`config.mk`:
```
export PLATFORM = sky130hd
export DESIGN_NAME = txStartAdapt
export DESIGN_NICKNAME = d
export VERILOG_FILES = /design/src/rtl/txStartPkg.sv /design/src/rtl/txStartCtl.sv /design/src/rtl/txStartDp.sv /design/src/rtl/txStartAdapt.sv
export SDC_FILE = /design/constraint.sdc
export NUM_CORES = 1
export LEC_CHECK = 0
export ABC_AREA = 1
export BUFFER_PORTS_ARGS = -buffer_cell sky130_fd_sc_hd__buf_4
export CAP_MARGIN = 40
export CORE_MARGIN = 4
export CORE_UTILIZATION = 55
export DETAILED_ROUTE_END_ITERATION = 10
export PLACE_DENSITY = 0.79
export RECOVER_POWER = 100
export SYNTH_ARGS = -nofsm -noshare
export SYNTH_HDL_FRONTEND = slang
export SYNTH_SLANG_ARGS = --single-unit
```
`constraint.sdc`:
```
create_clock -name clk -period 1.9 [get_ports clk]
set_input_delay 0.285 -clock clk [delete_from_list [all_inputs] [get_ports clk]]
set_output_delay 0.285 -clock clk [all_outputs]
set_load 0.02 [all_outputs]
```
`src/rtl/txStartPkg.sv`:
```
package txStartPkg;

  // Classification of one accepted status entry
  typedef enum logic [2:0] {
    OC_NONE,
    OC_JABBER,
    OC_UNDERRUN,
    OC_MAXCOLL,
    OC_GOOD
  } outcomeT;

  // Strobes from control to datapath, valid in the acceptance cycle
  typedef struct packed {
    logic bumpThresh;   // grow base threshold (saturating)
    logic clearCount;   // zero the good-run counter
    logic incCount;     // advance the good-run counter
  } strobeT;

endpackage

```
`src/rtl/txStartCtl.sv`:
```
module txStartCtl
  import txStartPkg::*;
(
  input  logic   clk,
  input  logic   rstN,
  input  logic   statValid,
  input  logic   statDone,
  input  logic   statJabber,
  input  logic   statUnderrun,
  input  logic   statMaxColl,
  input  logic   goodLow,
  output logic   statPop,
  output strobeT strb,
  output logic   errPulse,
  output logic   collPulse,
  output logic   resetReq,
  output logic   txReenable,
  output logic   stallClear
);

  logic    accept;
  outcomeT outcome;

  assign accept  = statValid & statDone;
  assign statPop = accept;

  // Priority classification: jabber, underrun, collisions, good
  always_comb begin
    if (!accept)           outcome = OC_NONE;
    else if (statJabber)   outcome = OC_JABBER;
    else if (statUnderrun) outcome = OC_UNDERRUN;
    else if (statMaxColl)  outcome = OC_MAXCOLL;
    else                   outcome = OC_GOOD;
  end

  always_comb begin
    strb            = '0;
    strb.bumpThresh = (outcome == OC_UNDERRUN) && goodLow;
    strb.clearCount = (outcome == OC_UNDERRUN);
    strb.incCount   = (outcome == OC_GOOD);
  end

  // Side-effect pulses, one cycle after acceptance
  logic errQ, rstQ, collQ, reenQ, stallQ;

  always_ff @(posedge clk or negedge rstN) begin
    if (!rstN) begin
      errQ   <= 1'b0;
      rstQ   <= 1'b0;
      collQ  <= 1'b0;
      reenQ  <= 1'b0;
      stallQ <= 1'b0;
    end else begin
      errQ   <= (outcome == OC_JABBER) || (outcome == OC_UNDERRUN);
      rstQ   <= (outcome == OC_JABBER) || (outcome == OC_UNDERRUN);
      collQ  <= (outcome == OC_MAXCOLL);
      reenQ  <= (outcome == OC_MAXCOLL);
      stallQ <= (outcome == OC_MAXCOLL);
    end
  end

  assign errPulse   = errQ;
  assign resetReq   = rstQ;
  assign collPulse  = collQ;
  assign txReenable = reenQ;
  assign stallClear = stallQ;

  // no accepted entry means no pulse in the following cycle
  a_r2_no_pulse_idle: assert property (@(posedge clk) disable iff (!rstN)
    !statPop |=> (!errPulse && !collPulse && !resetReq));

  // an entry has a single outcome, so error and collision never coincide
  a_r4_exclusive: assert property (@(posedge clk) disable iff (!rstN)
    !(collPulse && errPulse));

  // a reset request always comes with an error pulse
  a_r5_reset_with_err: assert property (@(posedge clk) disable iff (!rstN)
    resetReq |-> errPulse);

  // a re-enable comes with the collision pulse and the stall clear
  a_r7_coll_set: assert property (@(posedge clk) disable iff (!rstN)
    txReenable |-> (collPulse && stallClear && !resetReq));

endmodule

```
`src/rtl/txStartDp.sv`:
```
module txStartDp
  import txStartPkg::*;
#(
  parameter int LEN_W       = 11,
  parameter int INIT_THRESH = 20,
  parameter int STEP        = 20,
  parameter int MAX_THRESH  = 1518,
  parameter int GOOD_LIMIT  = 100,
  parameter int GOOD_MOD    = 128,
  localparam int BASE_W     = $clog2(MAX_THRESH + 1),
  localparam int CNT_W      = $clog2(GOOD_MOD),
  localparam int TH_W       = ((LEN_W > BASE_W) ? LEN_W : BASE_W) + 1
) (
  input  logic             clk,
  input  logic             rstN,
  input  strobeT           strb,
  input  logic             frameValid,
  input  logic [LEN_W-1:0] frameLen,
  output logic             goodLow,
  output logic             startValid,
  output logic [TH_W-1:0]  startThresh
);

  logic [BASE_W-1:0] baseQ, baseNext;
  logic [BASE_W:0]   bumpSum;
  logic [CNT_W-1:0]  countQ, countNext;

  assign goodLow = (countQ < CNT_W'(GOOD_LIMIT));

  // Saturating step of the base threshold
  always_comb begin
    bumpSum  = {1'b0, baseQ} + (BASE_W + 1)'(STEP);
    baseNext = baseQ;
    if (strb.bumpThresh) begin
      if (bumpSum > (BASE_W + 1)'(MAX_THRESH)) baseNext = BASE_W'(MAX_THRESH);
      else                                     baseNext = bumpSum[BASE_W-1:0];
    end
  end

  // Good-run counter, explicit modulo wrap
  always_comb begin
    countNext = countQ;
    if (strb.clearCount)
      countNext = '0;
    else if (strb.incCount)
      countNext = (countQ == CNT_W'(GOOD_MOD - 1)) ? '0 : countQ + 1'b1;
  end

  always_ff @(posedge clk or negedge rstN) begin
    if (!rstN) begin
      baseQ  <= BASE_W'(INIT_THRESH);
      countQ <= '0;
    end else begin
      baseQ  <= baseNext;
      countQ <= countNext;
    end
  end

  // Start threshold for the requested frame, registered
  logic [TH_W-1:0] threshQ;
  logic            tValidQ;

  always_ff @(posedge clk or negedge rstN) begin
    if (!rstN) begin
      threshQ <= '0;
      tValidQ <= 1'b0;
    end else begin
      tValidQ <= frameValid;
      if (frameValid)
        threshQ <= TH_W'(frameLen >> 2) + TH_W'(baseQ);
    end
  end

  assign startValid  = tValidQ;
  assign startThresh = threshQ;

  // base stays within its initial value and the ceiling
  a_r6_base_range: assert property (@(posedge clk) disable iff (!rstN)
    (baseQ <= BASE_W'(MAX_THRESH)) && (baseQ >= BASE_W'(INIT_THRESH)));

  // base moves only on a bump strobe
  a_r5_base_hold: assert property (@(posedge clk) disable iff (!rstN)
    !strb.bumpThresh |=> $stable(baseQ));

  // underrun leaves the counter at zero
  a_r6_count_clear: assert property (@(posedge clk) disable iff (!rstN)
    strb.clearCount |=> (countQ == '0));

  // counter wraps to zero after its top value
  a_r8_wrap: assert property (@(posedge clk) disable iff (!rstN)
    (strb.incCount && !strb.clearCount && countQ == CNT_W'(GOOD_MOD - 1))
      |=> (countQ == '0));

  // each request yields a valid threshold one cycle later
  a_r3_start_valid: assert property (@(posedge clk) disable iff (!rstN)
    frameValid |=> startValid);

endmodule

```
`src/rtl/txStartAdapt.sv`:
```
module txStartAdapt
  import txStartPkg::*;
#(
  parameter int LEN_W       = 11,
  parameter int INIT_THRESH = 20,
  parameter int STEP        = 20,
  parameter int MAX_THRESH  = 1518,
  parameter int GOOD_LIMIT  = 100,
  parameter int GOOD_MOD    = 128,
  localparam int BASE_W     = $clog2(MAX_THRESH + 1),
  localparam int TH_W       = ((LEN_W > BASE_W) ? LEN_W : BASE_W) + 1
) (
  input  logic             clk,
  input  logic             rstN,
  input  logic             statValid,
  input  logic             statDone,
  input  logic             statJabber,
  input  logic             statUnderrun,
  input  logic             statMaxColl,
  output logic             statPop,
  input  logic             frameValid,
  input  logic [LEN_W-1:0] frameLen,
  output logic             startValid,
  output logic [TH_W-1:0]  startThresh,
  output logic             errPulse,
  output logic             collPulse,
  output logic             resetReq,
  output logic             txReenable,
  output logic             stallClear
);

  strobeT strb;
  logic   goodLow;

  txStartCtl u_ctl (
    .clk          (clk),
    .rstN         (rstN),
    .statValid    (statValid),
    .statDone     (statDone),
    .statJabber   (statJabber),
    .statUnderrun (statUnderrun),
    .statMaxColl  (statMaxColl),
    .goodLow      (goodLow),
    .statPop      (statPop),
    .strb         (strb),
    .errPulse     (errPulse),
    .collPulse    (collPulse),
    .resetReq     (resetReq),
    .txReenable   (txReenable),
    .stallClear   (stallClear)
  );

  txStartDp #(
    .LEN_W       (LEN_W),
    .INIT_THRESH (INIT_THRESH),
    .STEP        (STEP),
    .MAX_THRESH  (MAX_THRESH),
    .GOOD_LIMIT  (GOOD_LIMIT),
    .GOOD_MOD    (GOOD_MOD)
  ) u_dp (
    .clk         (clk),
    .rstN        (rstN),
    .strb        (strb),
    .frameValid  (frameValid),
    .frameLen    (frameLen),
    .goodLow     (goodLow),
    .startValid  (startValid),
    .startThresh (startThresh)
  );

endmodule

```
# Yosys cells after proc, flatten, opt, wreduce, memory -nomap -nowiden
# Index checks and enable logic that the tools add are counted.
word_totals:
  reg_bits: 33
  output_inout_bits: 19
  elab_cells: 28
op_classes:
  addsub: 3
  n_lt_le_gt_ge: 2
  n_eq_ne: 5
  n_mux: 8
  n_bitwise: 1
  reduce_logical: 3
op_table:
  columns: ["operator", "count"]
  rows:
  - ["$mux 7", 3]
  - ["$add 11x5->12 const B", 1]
  - ["$add 9x11->12", 1]
  - ["$gt 12x11->1 const B", 1]
  - ["$mux 3", 4]
  - ["$mux 11", 1]
  - ["$add 7x1->7 const B", 1]
  - ["$eq 7x7->1 const B", 1]
  - ["$lt 7x7->1 const B", 1]
  - ["$eq 3x2->1 const B", 2]
  - ["$eq 3x1->1 const B", 1]
  - ["$eq 3x3->1 const B", 1]
  - ["$reduce_bool 2->1", 1]
  - ["$and 1x1->1", 1]
  - ["$logic_and 1x1->1", 1]
  - ["$logic_or 1x1->1", 1]

# Logic depth before layout (Yosys ltp)
logic_depth:
  word_depth: 7
  depth_mapped: 11

# Hierarchy
# From an unflattened synthesis, not the netlist that was laid out.
hier_totals:
  hier_cells: 278
  area_unflattened_um2: 2049.5
modules_own_cells:
  columns: ["module", "n_inst", "cells_each", "area_each_um2", "seq_area_each_um2"]
  rows:
  - ["txStartDp", 1, 260, 1924.3, 753.2]
  - ["txStartCtl", 1, 18, 125.1, 50.0]

# Worst setup path after synthesis
# Ideal clock, no wire load.
synth_timing:
  path_kind: "reg2reg"
  start: "register u_dp.baseQ[2]"
  end: "register u_dp.baseQ[6]"
  setup_time_ns: 0.121
  t_arrival_ns: 1.501
  path_slack_ns: 0.278
  path_stages_with_launch: 11
  path_buffers: 0
  synth_period_minus_slack_ns: 1.622
  path_cell_list: "dfstp_2 > ha_1 > nor2_4 > nor2_4 > nand3_2 > nand2_2 > inv_1 > a21oi_4 > nand2_4 > nand2_4 > nand2_2"
synth_between:
  elab_chain_len: 3
synth_lines:
  columns: ["element", "line", "rtl"]
  rows:
  - ["start: declaration", "txStartDp.sv:24", "logic [BASE_W-1:0] baseQ, baseNext;"]
  - ["start signal: assignment", "txStartDp.sv:51", "baseQ <= BASE_W'(INIT_THRESH);"]
  - ["start signal: assignment", "txStartDp.sv:54", "baseQ <= baseNext;"]
  - ["$add 11x5->12 *", "txStartDp.sv:32", "bumpSum = {1'b0, baseQ} + (BASE_W + 1)'(STEP);"]
  - ["$gt 12x11->1", "txStartDp.sv:35", "if (bumpSum > (BASE_W + 1)'(MAX_THRESH)) baseNext = BASE_W'(MAX_THRESH);"]
  - ["$mux 11 *", "txStartDp.sv:35", null]
# Every way passes the cells marked *; elsewhere a longest branch is shown, timed or not.
# A chain may end at the register's enable or synchronous reset.

# Worst setup path in the final report
layout_timing:
  start: "register u_dp.baseQ[3]"
  end: "register u_dp.baseQ[6]"
# Same word-level chain as after synthesis.

==> out/results.ini <==
[sta]
setup_tns_ns=0
max_slew.worst_pin.slew_ns=0.802
setup_violations=0
hold_viol=0
finClkSkew_ns=0.00687
period_share=0.924
fin_crit_ns=1.76
slew_violations=0
worst_hold_slack_ns=0.165
rsz0062_at_grt=no
fmax_ghz=0.570
slew_headroom=0.465

[grt]
grt_first_pass_wirelength_um=7510
grt_max_degree=33
grt_overflow=0
antenna_found_initial=0
grt_util_all_layers=0.190
grt_pass1_vias=1703

[worst_setup_path]
reg2reg_to=u_dp.baseQ[6]$_DFFE_PN0P_
crit_end=u_dp.baseQ[6]$_DFFE_PN0P_
cp-end-kind=flop
required_ns=2.08
crit_start=u_dp.baseQ[3]$_DFFE_PN0P_
start_kind=flop
worstPathArrival_ns=1.94
crit_fanout=5
reg2regPathDepth=11
r2r_start=u_dp.baseQ[3]$_DFFE_PN0P_
worst-setup-path-type=reg -> reg
r2r_slack_ns=0.14

[die]
rows=22
fp.dieH_um=70.1
core_um2=3690
die_area_um2=4910
start_util=0.575
die_x_um=70.1
io_pins=38

[layout]
fin_cells=363
fin_util=0.672
area_growth_syn_to_layout_pct=17.0
antenna_cells=0
fillers=330
fin_nets=345
drive_gt1_frac=0.194

[drt]
num_vias=1833
dr.pass1.iters=4
antenna_left=0
route.detailed.drc=0
wirelength_um=4310
drt-initial-drc-count=72
route.detailed.wl_per_inst_um=11.9
via_per_inst=5.05

[logic_synthesis]
synth_cell_types=32
synth_nets=304
synth-simple-area-share=0.326
synth_compound_area_frac=0.0956
yosys-top-cells-area=dfrtp_1 35%, nand2_1 11%, ha_1 6.5%, inv_1 6.2%, nand3_1 4.3%
synth_top_family_by_area=simple AND/OR/NAND/NOR gates
synthCells=273
synthMuxAreaShare=0
synth_top_area_frac=0.354
synthAdderAreaFrac=0.0744
seq_area_frac_synth=0.379
syn_area_um2=2120
syn_avg_cell_area_um2=7.76
synth_xor_area_frac=0.0372
ys_seq_elements=32
yosysWarningCount=0
yosys.area.top_type=dfrtp_1

[pwr]
p_int_mw=1.92
p_clk_frac=0.186
vdd_drop_max_mv=0.850
seq_power_share=0.308
p_switching_mw=1.56
cellPowerDensity_nw_per_um2=1410
finalPower_mw=3.48
leakage_nw=1.25
p_sw_frac=0.448
power_frac_comb=0.505

[clock_network]
clk_path_buf_depth=2
cts_made_buffers=5
htree_num_levels=2
post_cts_buffers=0
path_clk_slew_ns=0.07
cts_root_buffer=clkbuf_8
clk_latency_ns=0.29
clock_sinks=32
cts_tree=yes

[run_status]
outcome=finished, final reports clean

[placed_design]
routabilityCongestion=0.880
io_buffer_count=35
placed_cells=354
detailed_place_hpwl_um=3210

[run]
drv_cap=0

[min_path]
hp-class=in -> reg

## cell usage after synthesis, drive strengths merged
library cell / n
nand2: 78
inv: 37
dfrtp: 30
nor2: 27
nand3: 21
a21oi: 16
o21ai: 13
ha: 11
xor2: 7
nand4: 5
nor3: 5
a31oi: 4
buf: 4
or2: 3
clkbuf: 2
dfstp: 2
o21bai: 2
xnor2: 2
clkinv: 1
conb: 1
fa: 1
o22ai: 1
## layout make-up
cell class | count | area, um2 | area share
multi-input combinational | 197 | 1140 | 0.458
tap | 48 | 60.1 | 0.0242
timing repair buffer | 40 | 225 | 0.0908
clock buffer | 5 | 68.8 | 0.0277
sequential | 32 | 803 | 0.324
clock inverter | 3 | 42.5 | 0.0172
inverter | 38 | 144 | 0.0580
## cells in the final DEF, fill, tap and decap left out, drive strengths merged, types with 2 or more instances in the layout
cell type,synthesis,routed
xnor2,2,2
nand2,78,78
dfrtp,30,30
a31oi,4,4
o21bai,2,2
a21oi,16,16
dfstp,2,2
ha,11,11
nor2,27,27
or2,3,3
nand3,21,21
inv,37,37
buf,4,17
clkinv,1,2
o21ai,13,13
clkbuf,2,27
xor2,7,7
nand4,5,5
nor3,5,5
## metal layers
layer / share of wire / global-route usage
met1: 0.46 / 0.235
met5: 0 / 0
met4: 0.014 / 0.0638
met2: 0.48 / 0.321
met3: 0.052 / 0.0460
## timing repair
item | in CTS | in global routing
endpoints found under the setup margin | 0 | 6
endpoints found under the hold margin | 30 | 0
hold buffers | 1 | 0
gates resized for setup | 0 | 2
## power by group through the flow
stage                     sequential [mW]  clock, mW  combinational [mW]
after detailed placement             1.09          0                1.82
after CTS                            1.08      0.667                1.85
after floorplan                      1.20          0                1.24
after global routing                 1.12      0.694                1.99
final                                1.07      0.649                1.76
after global placement               1.08          0                1.80
## worst min path at each step
| stage | cells past startpoint | to | slack (ns) | from |
|---|---|---|---|---|
| finish | 2 | u_ctl.collPulse$_DFF_PN0_ | 0.17 | statJabber |
| global placement | 1 | u_dp.startThresh[0]$_DFFE_PN0P_ | 0.24 | rstN |
| detailed placement | 1 | u_dp.startThresh[1]$_DFFE_PN0P_ | 0.25 | rstN |
| floorplan | 0 | u_ctl.collPulse$_DFF_PN0_ | -0.01 | rstN |
| global route | 2 | u_ctl.collPulse$_DFF_PN0_ | 0.17 | statJabber |
| CTS | 2 | u_ctl.collPulse$_DFF_PN0_ | 0.16 | statJabber |
## state kept, by name (all words and copies together), names as in the netlist
| register | cells |
|---|---|
| u_dp.startValid | 1 |
| u_dp.startThresh | 12 |
| u_ctl.errPulse | 1 |
| u_ctl.collPulse | 1 |
| u_dp.baseQ | 10 |
| u_dp.countQ | 7 |
## worst max-delay path, cell delays in order (launching register included)
cell,delay [ns]
dfrtp_1,0.43
ha_1,0.23
nor2_2,0.17
nor2_1,0.09
nand2_1,0.06
nand2_1,0.06
nand2_2,0.08
inv_1,0.08
a21oi_4,0.20
nand2_4,0.07
nand2_4,0.11
nand2_2,0.05
## cells by family after synthesis
kind of cell / count (synthesis)
AO/OA/AOI/OAI: 36
flip-flops: 32
XOR/XNOR: 9
AND/OR/NAND/NOR: 139
buffers and inverters: 44
other: 1
adder cells (fa/ha/maj): 12
## per-stage QoR
| step | worst slack, ns | area [um2] |
|---|---|---|
| final | 0.144 | 2480 |
| after global routing | 0.00437 | 2480 |
| after CTS | 0.0873 | 2560 |
| after detailed placement | 0.141 | 2430 |
| after global placement | 0.153 | 2430 |
| after floorplan | 0.278 | 2120 |
(Power assumes the default switching activity.)
